[config.mk]
export PLATFORM = sky130hd
export DESIGN_NAME = llsc_monitor
export DESIGN_NICKNAME = d
export VERILOG_FILES = /design/src/rtl/llsc_pkg.sv /design/src/rtl/llsc_ctrl.sv /design/src/rtl/llsc_resv_dp.sv /design/src/rtl/llsc_monitor.sv
export SDC_FILE = /design/constraint.sdc
export NUM_CORES = 1
export LEC_CHECK = 0
export BUFFER_PORTS_ARGS = -buffer_cell sky130_fd_sc_hd__buf_2
export CAP_MARGIN = 5
export CORE_UTILIZATION = 30
export CTS_BUF_LIST = sky130_fd_sc_hd__clkbuf_4
export DETAILED_ROUTE_END_ITERATION = 16
export PLACE_DENSITY = 0.49
export SLEW_MARGIN = 30
export SYNTH_ARGS = -nofsm -noshare
export SYNTH_HDL_FRONTEND = slang
export SYNTH_HIERARCHICAL = 1
export SYNTH_SLANG_ARGS = --single-unit
[constraint.sdc]
create_clock -name clk -period 5.64 [get_ports clk]
set_input_delay 1.128 -clock clk [delete_from_list [all_inputs] [get_ports clk]]
set_output_delay 1.128 -clock clk [all_outputs]
set_load 0.02 [all_outputs]
[src/rtl/llsc_pkg.sv]
package llsc_pkg;

  typedef enum logic [2:0] {
    ACC_LOAD   = 3'd0,
    ACC_IFETCH = 3'd1,
    ACC_STORE  = 3'd2,
    ACC_LL     = 3'd3,
    ACC_SC     = 3'd4,
    ACC_LKRD   = 3'd5,
    ACC_LKWR   = 3'd6,
    ACC_RSVD   = 3'd7
  } accKind_e;

  // Strobes from control to datapath, one completion at a time.
  typedef struct packed {
    logic llSet;   // reserve line for requester
    logic scChk;   // store-conditional: test and drop line
    logic wrClr;   // write-class: drop own reservation if present
    logic blkSet;  // open locked read-modify-write on line
    logic blkClr;  // close locked read-modify-write on line
  } resvStrobe_t;

endpackage

[src/rtl/llsc_ctrl.sv]
module llsc_ctrl
  import llsc_pkg::*;
(
  input  logic        clk,
  input  logic        rstN,
  input  logic        cplValid,
  input  logic [2:0]  cplKind,
  input  logic        scOk,
  output resvStrobe_t stb,
  output logic        rspValid,
  output logic        rspSuccess
);

  accKind_e kind;
  logic     isSc;

  always_comb begin
    kind       = accKind_e'(cplKind);
    isSc       = cplValid && (kind == ACC_SC);
    stb        = '0;
    stb.llSet  = cplValid && (kind == ACC_LL);
    stb.scChk  = isSc;
    stb.wrClr  = cplValid && ((kind == ACC_STORE) || (kind == ACC_LKRD) || (kind == ACC_LKWR));
    stb.blkSet = cplValid && (kind == ACC_LKRD);
    stb.blkClr = cplValid && (kind == ACC_LKWR);
  end

  always_ff @(posedge clk or negedge rstN) begin
    if (!rstN) begin
      rspValid   <= 1'b0;
      rspSuccess <= 1'b0;
    end else begin
      rspValid   <= cplValid;
      rspSuccess <= isSc ? scOk : 1'b1;
    end
  end

endmodule

[src/rtl/llsc_resv_dp.sv]
module llsc_resv_dp
  import llsc_pkg::*;
#(
  parameter int LINE_W    = 16,
  parameter int ID_W      = 4,
  parameter int NUM_SLOTS = 4,
  parameter int NUM_BLK   = 2
) (
  input  logic              clk,
  input  logic              rstN,
  input  resvStrobe_t       stb,
  input  logic [LINE_W-1:0] cplLine,
  input  logic [ID_W-1:0]   cplReqId,
  input  logic              cplPresent,
  input  logic              invValid,
  input  logic [LINE_W-1:0] invLine,
  input  logic              invScPending,
  input  logic [LINE_W-1:0] qryLine,
  output logic              scOk,
  output logic              qryBlocked
);

  localparam int IDX_W  = (NUM_SLOTS > 1) ? $clog2(NUM_SLOTS) : 1;
  localparam int RANK_W = IDX_W;
  localparam logic [RANK_W-1:0] OLDEST = RANK_W'(NUM_SLOTS - 1);

  // reservation slots; rank 0 is the newest, ranks stay compact
  logic [NUM_SLOTS-1:0] slotV;
  logic [LINE_W-1:0]    slotLine [NUM_SLOTS];
  logic [ID_W-1:0]      slotId   [NUM_SLOTS];
  logic [RANK_W-1:0]    slotRank [NUM_SLOTS];

  logic [NUM_SLOTS-1:0] lineHit, ownHit, invHit, clr, freed;
  logic [RANK_W-1:0]    nextRank [NUM_SLOTS];
  logic                 vetoHit, doLl, doIns, freeFound;
  logic [IDX_W-1:0]     freeIdx, victimIdx, insIdx;

  assign vetoHit = invValid && invScPending && (invLine == cplLine);

  always_comb begin
    for (int i = 0; i < NUM_SLOTS; i++) begin
      lineHit[i] = slotV[i] && (slotLine[i] == cplLine);
      ownHit[i]  = lineHit[i] && (slotId[i] == cplReqId);
      invHit[i]  = invValid && invScPending && slotV[i] && (slotLine[i] == invLine);
      clr[i]     = invHit[i] || (stb.scChk && lineHit[i]) ||
                   (stb.wrClr && cplPresent && ownHit[i]);
    end
  end

  assign scOk  = (|ownHit) && !vetoHit;
  assign doLl  = stb.llSet && !vetoHit;
  assign doIns = doLl && !(|lineHit);

  always_comb begin
    freeFound = 1'b0;
    freeIdx   = '0;
    victimIdx = '0;
    for (int i = 0; i < NUM_SLOTS; i++) begin
      if (!slotV[i] && !freeFound) begin
        freeFound = 1'b1;
        freeIdx   = IDX_W'(i);
      end
      if (slotRank[i] == OLDEST) victimIdx = IDX_W'(i);
    end
    insIdx = freeFound ? freeIdx : victimIdx;
  end

  always_comb begin
    for (int i = 0; i < NUM_SLOTS; i++)
      freed[i] = clr[i] || (doIns && !freeFound && (insIdx == IDX_W'(i)));
  end

  // survivors close the gaps left by freed slots, then age by one on insert
  always_comb begin
    for (int i = 0; i < NUM_SLOTS; i++) begin
      int dec;
      dec = 0;
      for (int j = 0; j < NUM_SLOTS; j++)
        if (freed[j] && slotV[j] && (slotRank[j] < slotRank[i])) dec++;
      nextRank[i] = RANK_W'(int'(slotRank[i]) - dec + (doIns ? 1 : 0));
    end
  end

  always_ff @(posedge clk or negedge rstN) begin
    if (!rstN) begin
      slotV <= '0;
      for (int i = 0; i < NUM_SLOTS; i++) begin
        slotLine[i] <= '0;
        slotId[i]   <= '0;
        slotRank[i] <= '0;
      end
    end else begin
      for (int i = 0; i < NUM_SLOTS; i++) begin
        if (doIns && (insIdx == IDX_W'(i))) begin
          slotV[i]    <= 1'b1;
          slotLine[i] <= cplLine;
          slotId[i]   <= cplReqId;
          slotRank[i] <= '0;
        end else if (freed[i]) begin
          slotV[i]    <= 1'b0;
          slotRank[i] <= '0;
        end else if (slotV[i]) begin
          slotRank[i] <= nextRank[i];
          if (doLl && lineHit[i]) slotId[i] <= cplReqId;
        end
      end
    end
  end

  // blocked-line table for locked read-modify-write
  logic [NUM_BLK-1:0] blkV, blkHit, qryHit, blkIns;
  logic [LINE_W-1:0]  blkLine [NUM_BLK];

  always_comb begin
    logic taken;
    taken = 1'b0;
    for (int k = 0; k < NUM_BLK; k++) begin
      blkHit[k] = blkV[k] && (blkLine[k] == cplLine);
      qryHit[k] = blkV[k] && (blkLine[k] == qryLine);
    end
    for (int k = 0; k < NUM_BLK; k++) begin
      blkIns[k] = stb.blkSet && !(|blkHit) && !blkV[k] && !taken;
      if (blkIns[k]) taken = 1'b1;
    end
  end

  assign qryBlocked = |qryHit;

  always_ff @(posedge clk or negedge rstN) begin
    if (!rstN) begin
      blkV <= '0;
      for (int k = 0; k < NUM_BLK; k++) blkLine[k] <= '0;
    end else begin
      for (int k = 0; k < NUM_BLK; k++) begin
        if (blkIns[k]) begin
          blkV[k]    <= 1'b1;
          blkLine[k] <= cplLine;
        end else if (stb.blkClr && blkHit[k]) begin
          blkV[k] <= 1'b0;
        end
      end
    end
  end

endmodule

[src/rtl/llsc_monitor.sv]
module llsc_monitor
  import llsc_pkg::*;
#(
  parameter int LINE_W    = 16,
  parameter int ID_W      = 4,
  parameter int NUM_SLOTS = 4,
  parameter int NUM_BLK   = 2
) (
  input  logic              clk,
  input  logic              rstN,
  input  logic              cplValid,
  input  logic [2:0]        cplKind,
  input  logic [LINE_W-1:0] cplLine,
  input  logic [ID_W-1:0]   cplReqId,
  input  logic              cplPresent,
  input  logic              invValid,
  input  logic [LINE_W-1:0] invLine,
  input  logic              invScPending,
  input  logic [LINE_W-1:0] qryLine,
  output logic              qryBlocked,
  output logic              rspValid,
  output logic              rspSuccess
);

  resvStrobe_t stb;
  logic        scOk;

  llsc_ctrl u_ctrl (
    .clk        (clk),
    .rstN       (rstN),
    .cplValid   (cplValid),
    .cplKind    (cplKind),
    .scOk       (scOk),
    .stb        (stb),
    .rspValid   (rspValid),
    .rspSuccess (rspSuccess)
  );

  llsc_resv_dp #(
    .LINE_W    (LINE_W),
    .ID_W      (ID_W),
    .NUM_SLOTS (NUM_SLOTS),
    .NUM_BLK   (NUM_BLK)
  ) u_dp (
    .clk          (clk),
    .rstN         (rstN),
    .stb          (stb),
    .cplLine      (cplLine),
    .cplReqId     (cplReqId),
    .cplPresent   (cplPresent),
    .invValid     (invValid),
    .invLine      (invLine),
    .invScPending (invScPending),
    .qryLine      (qryLine),
    .scOk         (scOk),
    .qryBlocked   (qryBlocked)
  );

endmodule

* Yosys cells after proc, flatten, opt, wreduce, memory -nomap -nowiden
Index checks and enable logic that the tools add are counted.
** Storage, ports and cells
- Word-level logic and storage cells :: 294
- Output and inout bits :: 3
- Bits in registers :: 128
- Bits of input ports :: 61
** Cells by class
- Magnitude comparators :: 16
- Reductions and logical operators :: 134
- Equality and inequality tests :: 32
- Add/sub/neg operators :: 20
- Muxes and demuxes :: 70
** Operators by type and width (number)
- 16-bit equality test :: 13
- 1-bit logical AND :: 81
- 4-bit 2-to-1 mux :: 16
- 2-bit 2-to-1 mux :: 29
- 2-bit less-than comparator :: 16
- 2-bit nonzero test :: 14
- 1-bit 2-to-1 mux :: 25
- 4-bit equality test :: 4
- 1-bit logical OR :: 14
- 1-bit logical NOT :: 12
- 3-bit AND reduction :: 4
- 3-bit nonzero test :: 4
- 2-bit equality test, second input constant :: 5
- 3-bit equality test, second input constant :: 3
- 1-bit by 1-bit adder with 2-bit output, second input constant :: 4
- 2-bit by 1-bit adder with 2-bit output, second input constant :: 4
- 2-bit adder :: 4
- 2-bit adder, second input constant :: 4
- 2-bit != test, second input constant :: 4
- 4-bit OR reduction :: 2
- 2-bit subtractor :: 4
- 3-bit by 2-bit equality test with 1-bit output, second input constant :: 2
- 2-bit OR reduction :: 2
- 2-bit by 1-bit equality test with 1-bit output, second input constant :: 1
- 2-bit logical NOT :: 1

* Longest topological paths before layout
- Word-level depth :: 27
- Mapped depth :: 22
- Mapped depth without buffers :: 20

* Hierarchy
Netlist, hierarchy kept.
** Modules (own cells, without submodules)
- llsc_resv_dp :: area each 8765.9 µm², instances 1, sequential area each 3153.0 µm², cells each 834
- llsc_ctrl :: area each 115.1 µm², instances 1, sequential area each 50.0 µm², cells each 11

* Worst setup path before layout
OpenSTA, ideal clock, no wires.
- Path type :: in2reg
- From :: input port cplLine[1]
- To :: register u_dp/slotRank[1] (netlist name)
- Cell stages on the path :: 20
- Data required time :: 5576 ps
- Library setup time :: 64 ps
- Buffers on the path :: 0
- Data arrival time :: 5083 ps
- Path slack :: 493 ps
- Cells stage by stage :: xnor2_1 > nand2_1 > or3b_1 > or4_1 > or4_4 > o32a_2 > o21a_1 > nand2b_1 > inv_1 > ha_1 > xor2_1 > ha_1 > inv_1 > ha_1 > xnor2_1 > xnor2_1 > nand2b_1 > mux2_2 > a31oi_1 > a21o_1
** On the way
- Cells in the longest elaborated chain, start to end :: 22
- Elaborated cells on any way between the ends :: 67
- Those cells by class :: 5 x add/sub; 5 x eq/ne; 8 x mux; 49 x reduce/logical
** RTL lines
- from (decl) :: RTL line llsc_monitor.sv:13 : input logic [LINE_W-1:0] cplLine,
- 16-bit equality test (on tied branches) :: RTL line llsc_resv_dp.sv:42, llsc_resv_dp.sv:38
- 1-bit logical AND (on tied branches) :: RTL line llsc_resv_dp.sv:42, llsc_resv_dp.sv:38
- 4-bit OR reduction or 1-bit logical NOT (tied branches) :: RTL line llsc_resv_dp.sv:52, llsc_resv_dp.sv:51
- 1-bit logical NOT or 1-bit logical AND (tied branches) :: RTL line llsc_resv_dp.sv:52, llsc_resv_dp.sv:51
- 1-bit logical AND :: RTL line llsc_resv_dp.sv:52 : assign doIns = doLl && !(|lineHit);
- 1-bit logical AND (2 in a row) :: RTL line llsc_resv_dp.sv:70 : freed[i] = clr[i] || (doIns && !freeFound && (insIdx == IDX_W'(i)));
- 1-bit logical OR :: RTL line llsc_resv_dp.sv:70
- 1-bit logical AND (2 in a row) :: RTL line llsc_resv_dp.sv:79 : if (freed[j] && slotV[j] && (slotRank[j] < slotRank[i])) dec++;
- [4 not listed]
- 2-bit 2-to-1 mux :: RTL line llsc_resv_dp.sv:79
- 2-bit adder :: RTL line llsc_resv_dp.sv:79
- 2-bit 2-to-1 mux :: RTL line llsc_resv_dp.sv:79
- 2-bit subtractor :: RTL line llsc_resv_dp.sv:80 : nextRank[i] = RANK_W'(int'(slotRank[i]) - dec + (doIns ? 1 : 0));
- 2-bit adder :: RTL line llsc_resv_dp.sv:80
- 2-bit 2-to-1 mux :: RTL line llsc_resv_dp.sv:102 : end else if (slotV[i]) begin
- 2-bit 2-to-1 mux :: RTL line llsc_resv_dp.sv:99 : end else if (freed[i]) begin
- 2-bit 2-to-1 mux :: RTL line llsc_resv_dp.sv:94 : if (doIns && (insIdx == IDX_W'(i))) begin
- to (signal, indexed assignment) :: RTL line llsc_resv_dp.sv:103 : slotRank[i] <= nextRank[i];
- to (decl) :: RTL line llsc_resv_dp.sv:31 : logic [RANK_W-1:0] slotRank [NUM_SLOTS];
Several ways; a longest one is shown, not always the timed one. The select of a mux whose other input is x is not followed.
A chain may end at the register's enable or synchronous reset.

* Worst setup path after layout
Same ends and word-level chain as after synthesis.

==> results.md <==
- Status: finished clean
- Clock Latency Late Sink: 0.56 ns
- Initial DRC Count: 396
- DR pass1 iterations: 5
- Psw: 1.614 mW
- # resized after CTS: 0
- Clock share of power: between 15 and 20%
- Yosys top cell area share: 36.07%
- Logic gate share of total power: 39.9%
- Total global-route track usage: between 15 and 20%
- Die ar.: ~30000 um^2
- Core Box Area: just under 30000 um^2
- TritonCTS clock tree: done
- M1 wire length: 12090 um
- Placed Cells: between 1000 and 1500
- GPL Wtd Cong: approximately 0.89
- Chip height: around 170 um
- Synthesized instance count: between 800 and 900
- Hold path depth: 1
- DR DRC count: 0
- Vias in the first global route: between 6000 and 7000
- Reg power frac: between 40 and 50%
- Setup TNS: 0 ns
- Final ANT Viol Nets: 0
- Layout Nets: 987
- First-pass GRT wire length: slightly below 40000 um
- Layout Skew: a little under 0.04 ns
- Synth Flop Type: dfrtp_1
- #FFs+latches synth: ~130
- Worst Tran Pin Value: about 0.95 ns
- Top Layer Used: met4
- Hold bufs inserted after CTS: 0
- Cell Chain, Critical Path: buf_2 > xnor2_1 > nand2_1 > or3b_1 > or4_1 > or4_4 > o32a_2 > o21a_1 > nand2b_1 > inv_1 > ha_1 > xor2_1 > ha_1 > inv_1 > ha_1 > xnor2_1 > xnor2_1 > nand2b_1 > mux2_2 > a31oi_1 > a21o_1
- Final period utilization: between 80% and 90%
- Number of setup buffers added after CTS: 0
- P_leak: roughly 4.3 nW
- Pin count of the biggest net entering global routing: between 90 and 100
- EDFF count, synth: 0
- Min-delay src: u_dp/slotId[4]$_DFFE_PN0P_
- Maximum VDD drop: roughly 0.00017 V
- Synth-to-Final Area Change: 11.38%
- Crit Path Category: in -> reg
- Max capacitance violation total: 0
- Cell accounting for the most synthesized area: dfrtp_1
- Worst path top cell family by delay: simple AND/OR/NAND/NOR gates
- Synth area leaders: dfrtp_1, mux2_2, xnor2_1, xor2_1, ha_1
- Final std cells w/o fill: roughly 1300
- Clk sinks: between 100 and 150
- Pre-CTS setup slack: 0.1258 ns
- Count of pins over their slew limit: 0
- Relative slew slack: 36.36%
- Max FO, Critical Path: 4
- Number of warning messages in the yosys log: 6
- Clk slew on worst S/H paths: about 0.12 ns
- Async SR Flop Fraction: 100.0%
- RSZ-0062 raised after global routing: false
- Worst reg2reg path depth: 19
- Fraction of layout cells with a size suffix above 1: 27.22%
- Critical path arrival: 5.47 ns
- WL met2: 11770 um
- Routed length per placed instance: 19.49 um
- H-tree depth: 4
- Final setup viols: 0
- RR Startpoint: u_dp/slotLine[34]$_DFFE_PN0P_
- DRT Wirelength: about 25000 um
- Max clock buf depth: 2
- Critical Path Source Type: input port
- Seq/Total Area, Yosys: a little over a third
- Row count: 62
- Min Tclk post-route: roughly 5.0 ns
- Max incr delay on CP: around 0.56 ns
- Netlist cell types: 65
- Synth cell count leaders: xnor2_1, dfrtp_1, mux2_2
- Global route overflow: 0
- Starting Density: 30.69%
- Mapped Nets: about 930
- F_max: approximately 200 MHz
- I/O Buffers: 63
- Worst setup EP type: flop
- Hold crit path type: reg -> reg
- Post-layout util: between 30 and 40%
- TritonCTS buffer count: 17
- Cell area after synthesis: a little under 9000 um^2
- Final Worst Setup Slack: roughly 0.64 ns
- Reg2Reg Setup Slack: approximately 0.90 ns
- Via Count: ~6400
- P per Cell Area: 400.8 nW/um^2
- Count leader, synth: xnor2_1
- Top Ports: 64
- Root Buffer: clkbuf_4
- Via/cell ratio: 4.907
- Total Power: 3.965 mW
- Avg Inst Size Synth: roughly 11 um^2
- Internal power: between 2 and 2.5 mW
- Die W: 174.1 um
- Initial antenna violation count: 2
- Hold Fails Final Rpt: 0
- CP max-delay cell: or4_4
- Met3 WL post-DR: a little over 1000 um
- Switching part of the total: roughly two fifths
- Worst Hold Endpoint: u_dp/slotId[4]$_DFFE_PN0P_
- Worst Path Buf+Inv: 3
- CP Data Required Time: approximately 6.1 ns
- DP Wirelength: approximately 19000 um
- RR Endpoint: u_dp/slotRank[1]$_DFFE_PN0P_
[worst max path at each step]
stage                from                           end  slack [ns]  cells after the start
6_report       cplLine[1]  u_dp/slotRank[1]$_DFFE_PN0P_        0.64                     21
2_1_floorplan  cplLine[1]  u_dp/slotRank[1]$_DFFE_PN0P_        0.49                     20
4_1_cts        cplLine[1]  u_dp/slotRank[1]$_DFFE_PN0P_        0.70                     21
5_1_grt        cplLine[1]  u_dp/slotRank[1]$_DFFE_PN0P_        0.39                     21
3_3_place_gp   cplLine[2]  u_dp/slotRank[1]$_DFFE_PN0P_        0.17                     20
3_5_place_dp   cplLine[1]  u_dp/slotRank[1]$_DFFE_PN0P_        0.13                     21
[flip-flops by register name, indices dropped and copies added (netlist names)]
signal,cells
u_ctrl/rspSuccess,1
u_dp/slotRank,8
u_dp/blkLine,32
u_ctrl/rspValid,1
u_dp/blkV,2
u_dp/slotId,16
u_dp/slotV,4
u_dp/slotLine,64
[power groups by stage]
stage                     registers, mW  logic (mW)  clock network (mW)
final                              1.75        1.58               0.631
after global routing               1.82        1.76               0.690
after CTS                          1.75        1.58               0.657
after detailed placement           1.77        1.57                   0
after global placement             1.76        1.56                   0
after floorplan                    1.62        1.28                   0
[layer usage]
metal  up-vias  GRT usage, %
met2       153         27.52
li1       3051             -
met3        23         2.756
met5         -             0
met1      3132         24.20
met4         0         4.386
[metrics by stage]
step	area, um^2	hold WS (ns)
3_5_place_dp	9622	0.5164
3_3_place_gp	9603	0.5081
5_1_grt	9892	0.5685
6_report	9892	0.5423
2_1_floorplan	8881	0.4772
4_1_cts	9887	0.5470
[cell type report]
type / count / area (um^2)
Fill cell: 2998 / 19040
Multi-Input combinational cell: 636 / 5331
Sequential cell: 128 / 3203
Timing Repair Buffer: 86 / 500.5
Tap cell: 384 / 480.5
Clock buffer: 18 / 135.1
Clock inverter: 14 / 130.1
Inverter: 29 / 108.9
Antenna cell: 1 / 2.502
[logic make-up after synthesis]
| kind of cell | count (synthesis) | synth area share [%] |
|---|---|---|
| XOR/XNOR | 234 | 23.08 |
| AND/OR/NAND/NOR | 201 | 12.68 |
| flip-flops | 128 | 36.07 |
| multiplexers | 118 | 15.34 |
| buffers and inverters | 81 | 3.931 |
| AO/OA/AOI/OAI | 55 | 4.959 |
| adder cells (fa/ha/maj) | 28 | 3.945 |
[layout by cell type, fill, tap and decap left out, types with 3 or more instances in the layout]
cell,count
mux2i_1,3
buf_2,62
ha_1,28
dfrtp_1,128
buf_4,22
nand4b_1,4
a211oi_1,3
nand2b_1,13
xor2_1,102
or3_1,6
nand3_1,20
mux2_4,4
nor3_1,10
clkbuf_4,18
nor2_1,11
and2_1,4
a21o_1,3
nand4_1,34
o211ai_1,4
nand2_1,45
a31oi_1,6
a21oi_1,7
inv_1,29
o21ai_0,3
nor4_1,28
inv_6,4
clkinvlp_4,3
mux2_2,109
xnor2_1,132
or4_1,5
and3_1,3
o32ai_1,3
(Power assumes the default switching activity.)
